--- config.mk ---
export PLATFORM = sky130hd
export DESIGN_NAME = nvack_ack_gen
export DESIGN_NICKNAME = d
export VERILOG_FILES = /design/src/rtl/nvack_pkg.sv /design/src/rtl/nvack_rst_sync.sv /design/src/rtl/nvack_window_decode.sv /design/src/rtl/nvack_tap_chain.sv /design/src/rtl/nvack_ack_gen.sv
export SDC_FILE = /design/constraint.sdc
export NUM_CORES = 1
export LEC_CHECK = 0
export BUFFER_PORTS_ARGS = -buffer_cell sky130_fd_sc_hd__buf_2
export CAP_MARGIN = 20
export CORE_MARGIN = 4
export CORE_UTILIZATION = 28
export DETAILED_ROUTE_END_ITERATION = 7
export MAX_ROUTING_LAYER = met4
export PLACE_DENSITY = 0.61
export SYNTH_ARGS = -nofsm -noshare
export SYNTH_HDL_FRONTEND = slang
export SYNTH_SLANG_ARGS = --single-unit
--- constraint.sdc ---
create_clock -name clk -period 1.55 [get_ports clk]
set_input_delay 0.155 -clock clk [delete_from_list [all_inputs] [get_ports clk]]
set_output_delay 0.155 -clock clk [all_outputs]
set_load 0.02 [all_outputs]
--- src/rtl/nvack_pkg.sv ---
package nvack_pkg;

  // Internal active-high view of the memory-side strobes.
  typedef struct packed {
    logic cs;
    logic rd;
    logic wr;
  } nvack_strobe_t;

  // True when either byte lane requests a transfer.
  function automatic logic lane_active(input logic uds_n, input logic lds_n);
    return ~(uds_n & lds_n);
  endfunction

  // Limit a tap setting to the last stage of a chain.
  function automatic int unsigned clamp_tap(input int unsigned tap, input int unsigned depth);
    return (tap > depth - 1) ? depth - 1 : tap;
  endfunction

endpackage

--- src/rtl/nvack_rst_sync.sv ---
module nvack_rst_sync #(
  parameter int unsigned STAGES = 2
) (
  input  logic clk,
  input  logic rst_n,
  output logic rst_sync_n
);

  logic [STAGES-1:0] sync_q;
  logic [STAGES-1:0] sync_d;

  always_comb begin
    sync_d = {sync_q[STAGES-2:0], 1'b1};
  end

  always_ff @(posedge clk or negedge rst_n) begin
    if (!rst_n) begin
      sync_q <= '0;
    end else begin
      sync_q <= sync_d;
    end
  end

  assign rst_sync_n = sync_q[STAGES-1];

endmodule

--- src/rtl/nvack_window_decode.sv ---
module nvack_window_decode
  import nvack_pkg::*;
#(
  parameter int unsigned             WIN_BITS  = 3,
  parameter logic [WIN_BITS-1:0]     WIN_MATCH = 3'b100
) (
  input  logic                ready,
  input  logic [WIN_BITS-1:0] addr_hi,
  input  logic                as_n,
  input  logic                uds_n,
  input  logic                lds_n,
  input  logic                rw,
  output logic                sel,
  output nvack_strobe_t       strb
);

  logic in_window;
  logic lane;

  always_comb begin
    in_window = (addr_hi == WIN_MATCH);
    lane      = lane_active(uds_n, lds_n);
    sel       = ready & ~as_n & in_window;
    strb.cs   = sel;
    strb.rd   = sel & rw & lane;
    strb.wr   = sel & ~rw & lane;
  end

endmodule

--- src/rtl/nvack_tap_chain.sv ---
module nvack_tap_chain
  import nvack_pkg::*;
#(
  parameter int unsigned DEPTH = 8,
  parameter int unsigned TAP_W = $clog2(DEPTH)
) (
  input  logic             clk,
  input  logic             rst_n,
  input  logic             start,
  input  logic [TAP_W-1:0] tap_sel,
  output logic             tap_done
);

  localparam logic [TAP_W-1:0] LAST_IDX = TAP_W'(clamp_tap(DEPTH, DEPTH));

  logic [DEPTH-1:0] stage_q;
  logic [DEPTH-1:0] stage_d;
  logic             chain_en;
  logic [TAP_W-1:0] tap_idx;

  // First stage takes a zero while selected; later stages copy their neighbour.
  // A dropped selection forces every stage back to one.
  assign stage_d[0] = ~start;

  for (genvar k = 1; k < DEPTH; k++) begin : g_stage
    assign stage_d[k] = start ? stage_q[k-1] : 1'b1;
  end

  always_comb begin
    chain_en = start | ~(&stage_q);
    tap_idx  = (tap_sel > LAST_IDX) ? LAST_IDX : tap_sel;
    tap_done = start & ~stage_q[tap_idx];
  end

  always_ff @(posedge clk or negedge rst_n) begin
    if (!rst_n) begin
      stage_q <= '1;
    end else if (chain_en) begin
      stage_q <= stage_d;
    end
  end

endmodule

--- src/rtl/nvack_ack_gen.sv ---
module nvack_ack_gen
  import nvack_pkg::*;
#(
  parameter int unsigned         WIN_BITS    = 3,
  parameter logic [WIN_BITS-1:0] WIN_MATCH   = 3'b100,
  parameter int unsigned         DEPTH       = 8,
  parameter int unsigned         TAP_W       = $clog2(DEPTH),
  parameter int unsigned         SYNC_STAGES = 2
) (
  input  logic                clk,
  input  logic                rst_n,
  input  logic [WIN_BITS-1:0] addr_hi,
  input  logic                as_n,
  input  logic                uds_n,
  input  logic                lds_n,
  input  logic                rw,
  input  logic [TAP_W-1:0]    tap_sel,
  output logic                cs_n,
  output logic                rd_n,
  output logic                wr_n,
  output logic                dtack_n
);

  logic          rst_sync_n;
  logic          sel;
  logic          tap_done;
  nvack_strobe_t strb;

  nvack_rst_sync #(
    .STAGES (SYNC_STAGES)
  ) u_rst_sync (
    .clk        (clk),
    .rst_n      (rst_n),
    .rst_sync_n (rst_sync_n)
  );

  nvack_window_decode #(
    .WIN_BITS  (WIN_BITS),
    .WIN_MATCH (WIN_MATCH)
  ) u_decode (
    .ready   (rst_sync_n),
    .addr_hi (addr_hi),
    .as_n    (as_n),
    .uds_n   (uds_n),
    .lds_n   (lds_n),
    .rw      (rw),
    .sel     (sel),
    .strb    (strb)
  );

  nvack_tap_chain #(
    .DEPTH (DEPTH),
    .TAP_W (TAP_W)
  ) u_chain (
    .clk      (clk),
    .rst_n    (rst_sync_n),
    .start    (sel),
    .tap_sel  (tap_sel),
    .tap_done (tap_done)
  );

  always_comb begin
    cs_n    = ~strb.cs;
    rd_n    = ~strb.rd;
    wr_n    = ~strb.wr;
    dtack_n = ~tap_done;
  end

endmodule

### Word-level counts from Yosys, hierarchy flattened

Index checks and enable logic that the tools add are counted.

| cells by class | value |
|---|---|
| add/subtract/negate cells | 0 |
| shift operators | 0 |
| reductions and logical operators | 1 |
| muxes and demuxes | 10 |
| multipliers | 0 |
| bitwise operators | 18 |
| divide/modulo/power cells | 0 |
| order comparisons | 2 |
| equal/unequal tests | 1 |

Operators with widths:

| kind | number |
|---|---|
| $not 1->1 | 9 |
| $and 1x1->1 | 8 |
| $mux 1 | 8 |
| $reduce_and 8->1 | 1 |
| $lt 3x4->1 const B | 1 |
| $bmux 1 s3 | 1 |
| $eq 3x3->1 const B | 1 |
| $gt 3x3->1 const B | 1 |
| $mux 3 | 1 |
| $or 1x1->1 | 1 |

| storage, ports and cells | value |
|---|---|
| bits in writable memories | 0 |
| bits in latches | 0 |
| input bits | 12 |
| output and inout port bits | 4 |
| memories kept | 0 |
| ROM bits | 0 |
| bits in registers | 10 |
| word-level logic and storage cells | 34 |

### Longest topological paths before layout

| logic depth | value |
|---|---|
| word-level depth | 7 |
| mapped depth | 4 |
| depth with buffers taken out | 3 |

### Modules after synthesis

Synthesis repeated with hierarchy kept, for this count alone.

| second synthesis, totals | value |
|---|---|
| cell total of the unflattened synthesis | 37 |
| area total of the unflattened synthesis | 470.5 sq um |

By module, submodules not included:

| module | cells each | area each (sq um) | seq. area each (sq um) | times used |
|---|---|---|---|---|
| nvack_tap_chain | 23 | 337.8 | 210.2 | 1 |
| nvack_window_decode | 7 | 63.8 | 0.0 | 1 |
| nvack_rst_sync | 3 | 53.8 | 50.0 | 1 |
| nvack_ack_gen | 4 | 15.0 | 0.0 | 1 |

### Least setup slack after synthesis

No wires, ideal clock.

| timing | value |
|---|---|
| kind | register to output |
| from | register u_chain.stage_q[5] |
| to | output port dtack_n |
| data arrival time | 1.174 ns |
| setup slack | 0.221 ns |
| stages on the path, launching flop included | 4 |
| data required time | 1.395 ns |
| path buffers | 0 |
| path through | dfstp_2 -> mux2i_1 -> mux4_2 -> nand2_1 |

| on the way | value |
|---|---|
| longest elaborated chain between the ends | 5 |

RTL lines:

| item | RTL line | source |
|---|---|---|
| start, declared | nvack_tap_chain.sv:16 | `logic [DEPTH-1:0] stage_q;` |
| start signal, assigned | nvack_tap_chain.sv:39 | `stage_q <= stage_d;` |
| $bmux 1 s3 | nvack_tap_chain.sv:32 | `tap_done = start & ~stage_q[tap_idx];` |
| $mux 1 (not written as such) | nvack_tap_chain.sv:32 |  |
| $not 1->1 | nvack_tap_chain.sv:32 |  |
| $and 1x1->1 | nvack_tap_chain.sv:32 |  |
| $not 1->1 | nvack_ack_gen.sv:66 | `dtack_n = ~tap_done;` |
| end, declared | nvack_ack_gen.sv:21 | `output logic dtack_n` |

Every way passes these cells. The select of a mux whose other input is x is not followed.

### Final worst setup path

Ends and elaborated chain as after synthesis.

==> reports/metrics.cfg <==
[status]
status = finished, violations left
violations = setup timing

[logic_synthesis]
synth_cells = 33
yosysUniqueCellTypes = 14
synthTopCellsByArea = dfstp_2 49%, dfrtp_1 12%, nand2b_1 10%
synth.avg_cell_area_um2 = 12.89
syn_nets = 45
ys_ff_latch = 10
ys_warn_count = 0
synth_seq_area_share = 0.6118
synth_top_area_frac = 0.4941
yosysTopAreaCell = dfstp_2
netlist_area_um2 = 425.4

[timing]
fin_ws_ns = -0.1459
finalCritPeriodShare = 1.094
fin_crit_ns = 1.696
rsz0062_at_grt = yes
hold_viol = 0
max_freq_ghz = 0.5897
tns_ns = -0.1459
finalClockSkew_ns = 0.01116
setup_viol_count_final = 1
slew_viol_final = 0

[worst_setup_path]
crit_required_ns = 1.39
reg2reg_to = u_chain.stage_q[4]$_DFFE_PN1P_
endpoint_kind = output port
reg2regPathDepth = 3
critical-path-max-stage-delay_ns = 0.54
cp.arrival_ns = 1.54
critPathKind = flop to output port
ff2ff_setup_slack_ns = 0.58
path_delay_family = multiplexers
cp_slowest_cell = dfstp_2
critPathBufInv = 1
critPathLaunchType = flop
rr_startpoint = u_rst_sync.sync_q[1]$_DFF_PN0_
crit_fanout = 2
worstPathCellList = mux2i_1 -> mux4_2 -> nand2_2 -> buf_6

[final_layout]
multi_input_area_um2 = 147.6
seq_area_um2 = 260.3
area_growth_syn_to_layout_pct = 35.59
fin_nets = 66
final_layout_size_suffix_gt1_frac = 0.5849
n_antenna_cell = 0
finish.instance_area_um2 = 576.8
final_core_util = 0.4222
fillers = 151

[global_route]
grt_pass1_vias = 313
grt_usage = 0.08664
antenna_found_initial = 0
overflow = 0
grt_max_degree = 9
grt_first_pass_wirelength_um = 1214

[drt]
drcViolationCount = 0
vias_per_cell = 4.397
dr.max_layer_used = met3
vias = 299
ant_nets = 0
routed_wl_um = 760
drtPass1Iterations = 2
wl_met3_um = 68
met1_length_um = 329
drt_iter0_markers = 3
wl_met2_um = 361
routedWlPerCell_um = 11.18

[clock_network]
cts_tree = done
insertion_delay_ns = 0.26
cts_root_buffer = clkbuf_4
htree_levels = 1
cts_buffers = 3
clock_sinks = 10
cts_max_path_buffers = 2
clk_pin_slew_worst_paths_ns = 0.07
post-cts-setup-buffers = 0

[floorplanning]
rows = 13
die_h_um = 46.98
core_mm2 = 0.001366
floorplan.initialDensity = 0.3114
dieArea_mm2 = 0.002207
fp.dieW_um = 46.98
num_io_pins = 16

[power_and_ir_drop]
total_power_uw = 530.2
p_leak_nw = 0.2494
ir_drop_uv = 376.1
p_per_area_mw_per_mm2 = 919.2

[placement]
pre_cts_ws_ns = 0.1196
gp_congestion = 0.6825
placed_cell_area_um2 = 521.8
dpl.hpwl_um = 628.2
portBuffers = 15

[run]
max_cap_violations = 0

[min_path]
hold_class = input port to async pin

[cell type report]
type / count / share of cell area
clock buffer: 4 / 0.06291
inverter: 2 / 0.01302
multi-input combinational: 19 / 0.2560
sequential: 10 / 0.4512
tap: 15 / 0.03254
timing repair buffer: 18 / 0.1844
[power by group]
part | switching, mW | internal (mW)
combinational | 0.0148 | 0.0189
sequential | 0.00101 | 0.265
clock | 0.0878 | 0.142
total | 0.104 | 0.427
[cell usage in the layout, fill, tap and decap left out]
cell	instances
clkbuf_4	3
nor4b_1	1
conb_1	1
inv_1	2
nand3_1	1
nand2_2	1
nand3b_1	1
mux4_2	1
dfrtp_1	2
and2_1	1
clkbuf_8	1
mux2i_1	4
nand2_1	1
dfstp_2	8
buf_2	14
buf_6	1
dlygate4sd3_1	1
nand2b_1	7
buf_4	2
[state kept, by name, summed over array words and instances (netlist names)]
register	cells
u_rst_sync.sync_q	2
u_chain.stage_q	8
[kinds of logic (layout without fill, tap and decap cells)]
logic type,count (synthesis),after routing,share of synthesized area
flip-flops,10,10,0.6118
AND/OR/NAND/NOR,13,13,0.1853
other,1,1,0.008815
multiplexers,5,5,0.1471
buffers and inverters,4,24,0.04706
[worst register-to-register path: stages (launching register included)]
cell and delay, ns:
dfrtp_1 0.34, and2_1 0.30, buf_4 0.20, nand2b_1 0.06
[synth_stat cells, drive strengths merged]
cell,instances
and2,1
buf,2
conb,1
dfrtp,2
dfstp,8
inv,2
mux2i,4
mux4,1
nand2,2
nand2b,7
nand3,1
nand3b,1
nor4b,1
[metrics by stage]
step	std cells	hold slack, ns
after floorplan	33	-0.1406
after global placement	63	-0.05848
after global routing	68	0.2139
final	68	0.1949
after CTS	68	0.1868
after detailed placement	63	-0.05718
[how the worst max path moves through the flow]
stage	startpoint	endpoint	slack, ns	cells past startpoint
2_1_floorplan	u_chain.stage_q[5]$_DFFE_PN1P_	dtack_n	0.22	3
3_3_place_gp	u_chain.stage_q[5]$_DFFE_PN1P_	dtack_n	0.14	4
3_5_place_dp	u_chain.stage_q[5]$_DFFE_PN1P_	dtack_n	0.12	4
4_1_cts	u_chain.stage_q[5]$_DFFE_PN1P_	dtack_n	-0.16	4
5_1_grt	u_chain.stage_q[5]$_DFFE_PN1P_	dtack_n	-0.20	4
6_report	u_chain.stage_q[5]$_DFFE_PN1P_	dtack_n	-0.15	4
[per-layer routing]
metal,up-vias,GRT usage
met5,-,-
met3,0,0.03448
met1,142,0.09670
li1,145,-
met4,0,0.06630
met2,12,0.1220
[repair_timing]
item                                    in CTS  in global routing
endpoints found under the setup margin       1                  1
gates resized for setup                      2                  1
hold buffers                                 1                  0
pin swaps                                    0                  0
endpoints found under the hold margin        2                  0
(Power assumes the default switching activity.)
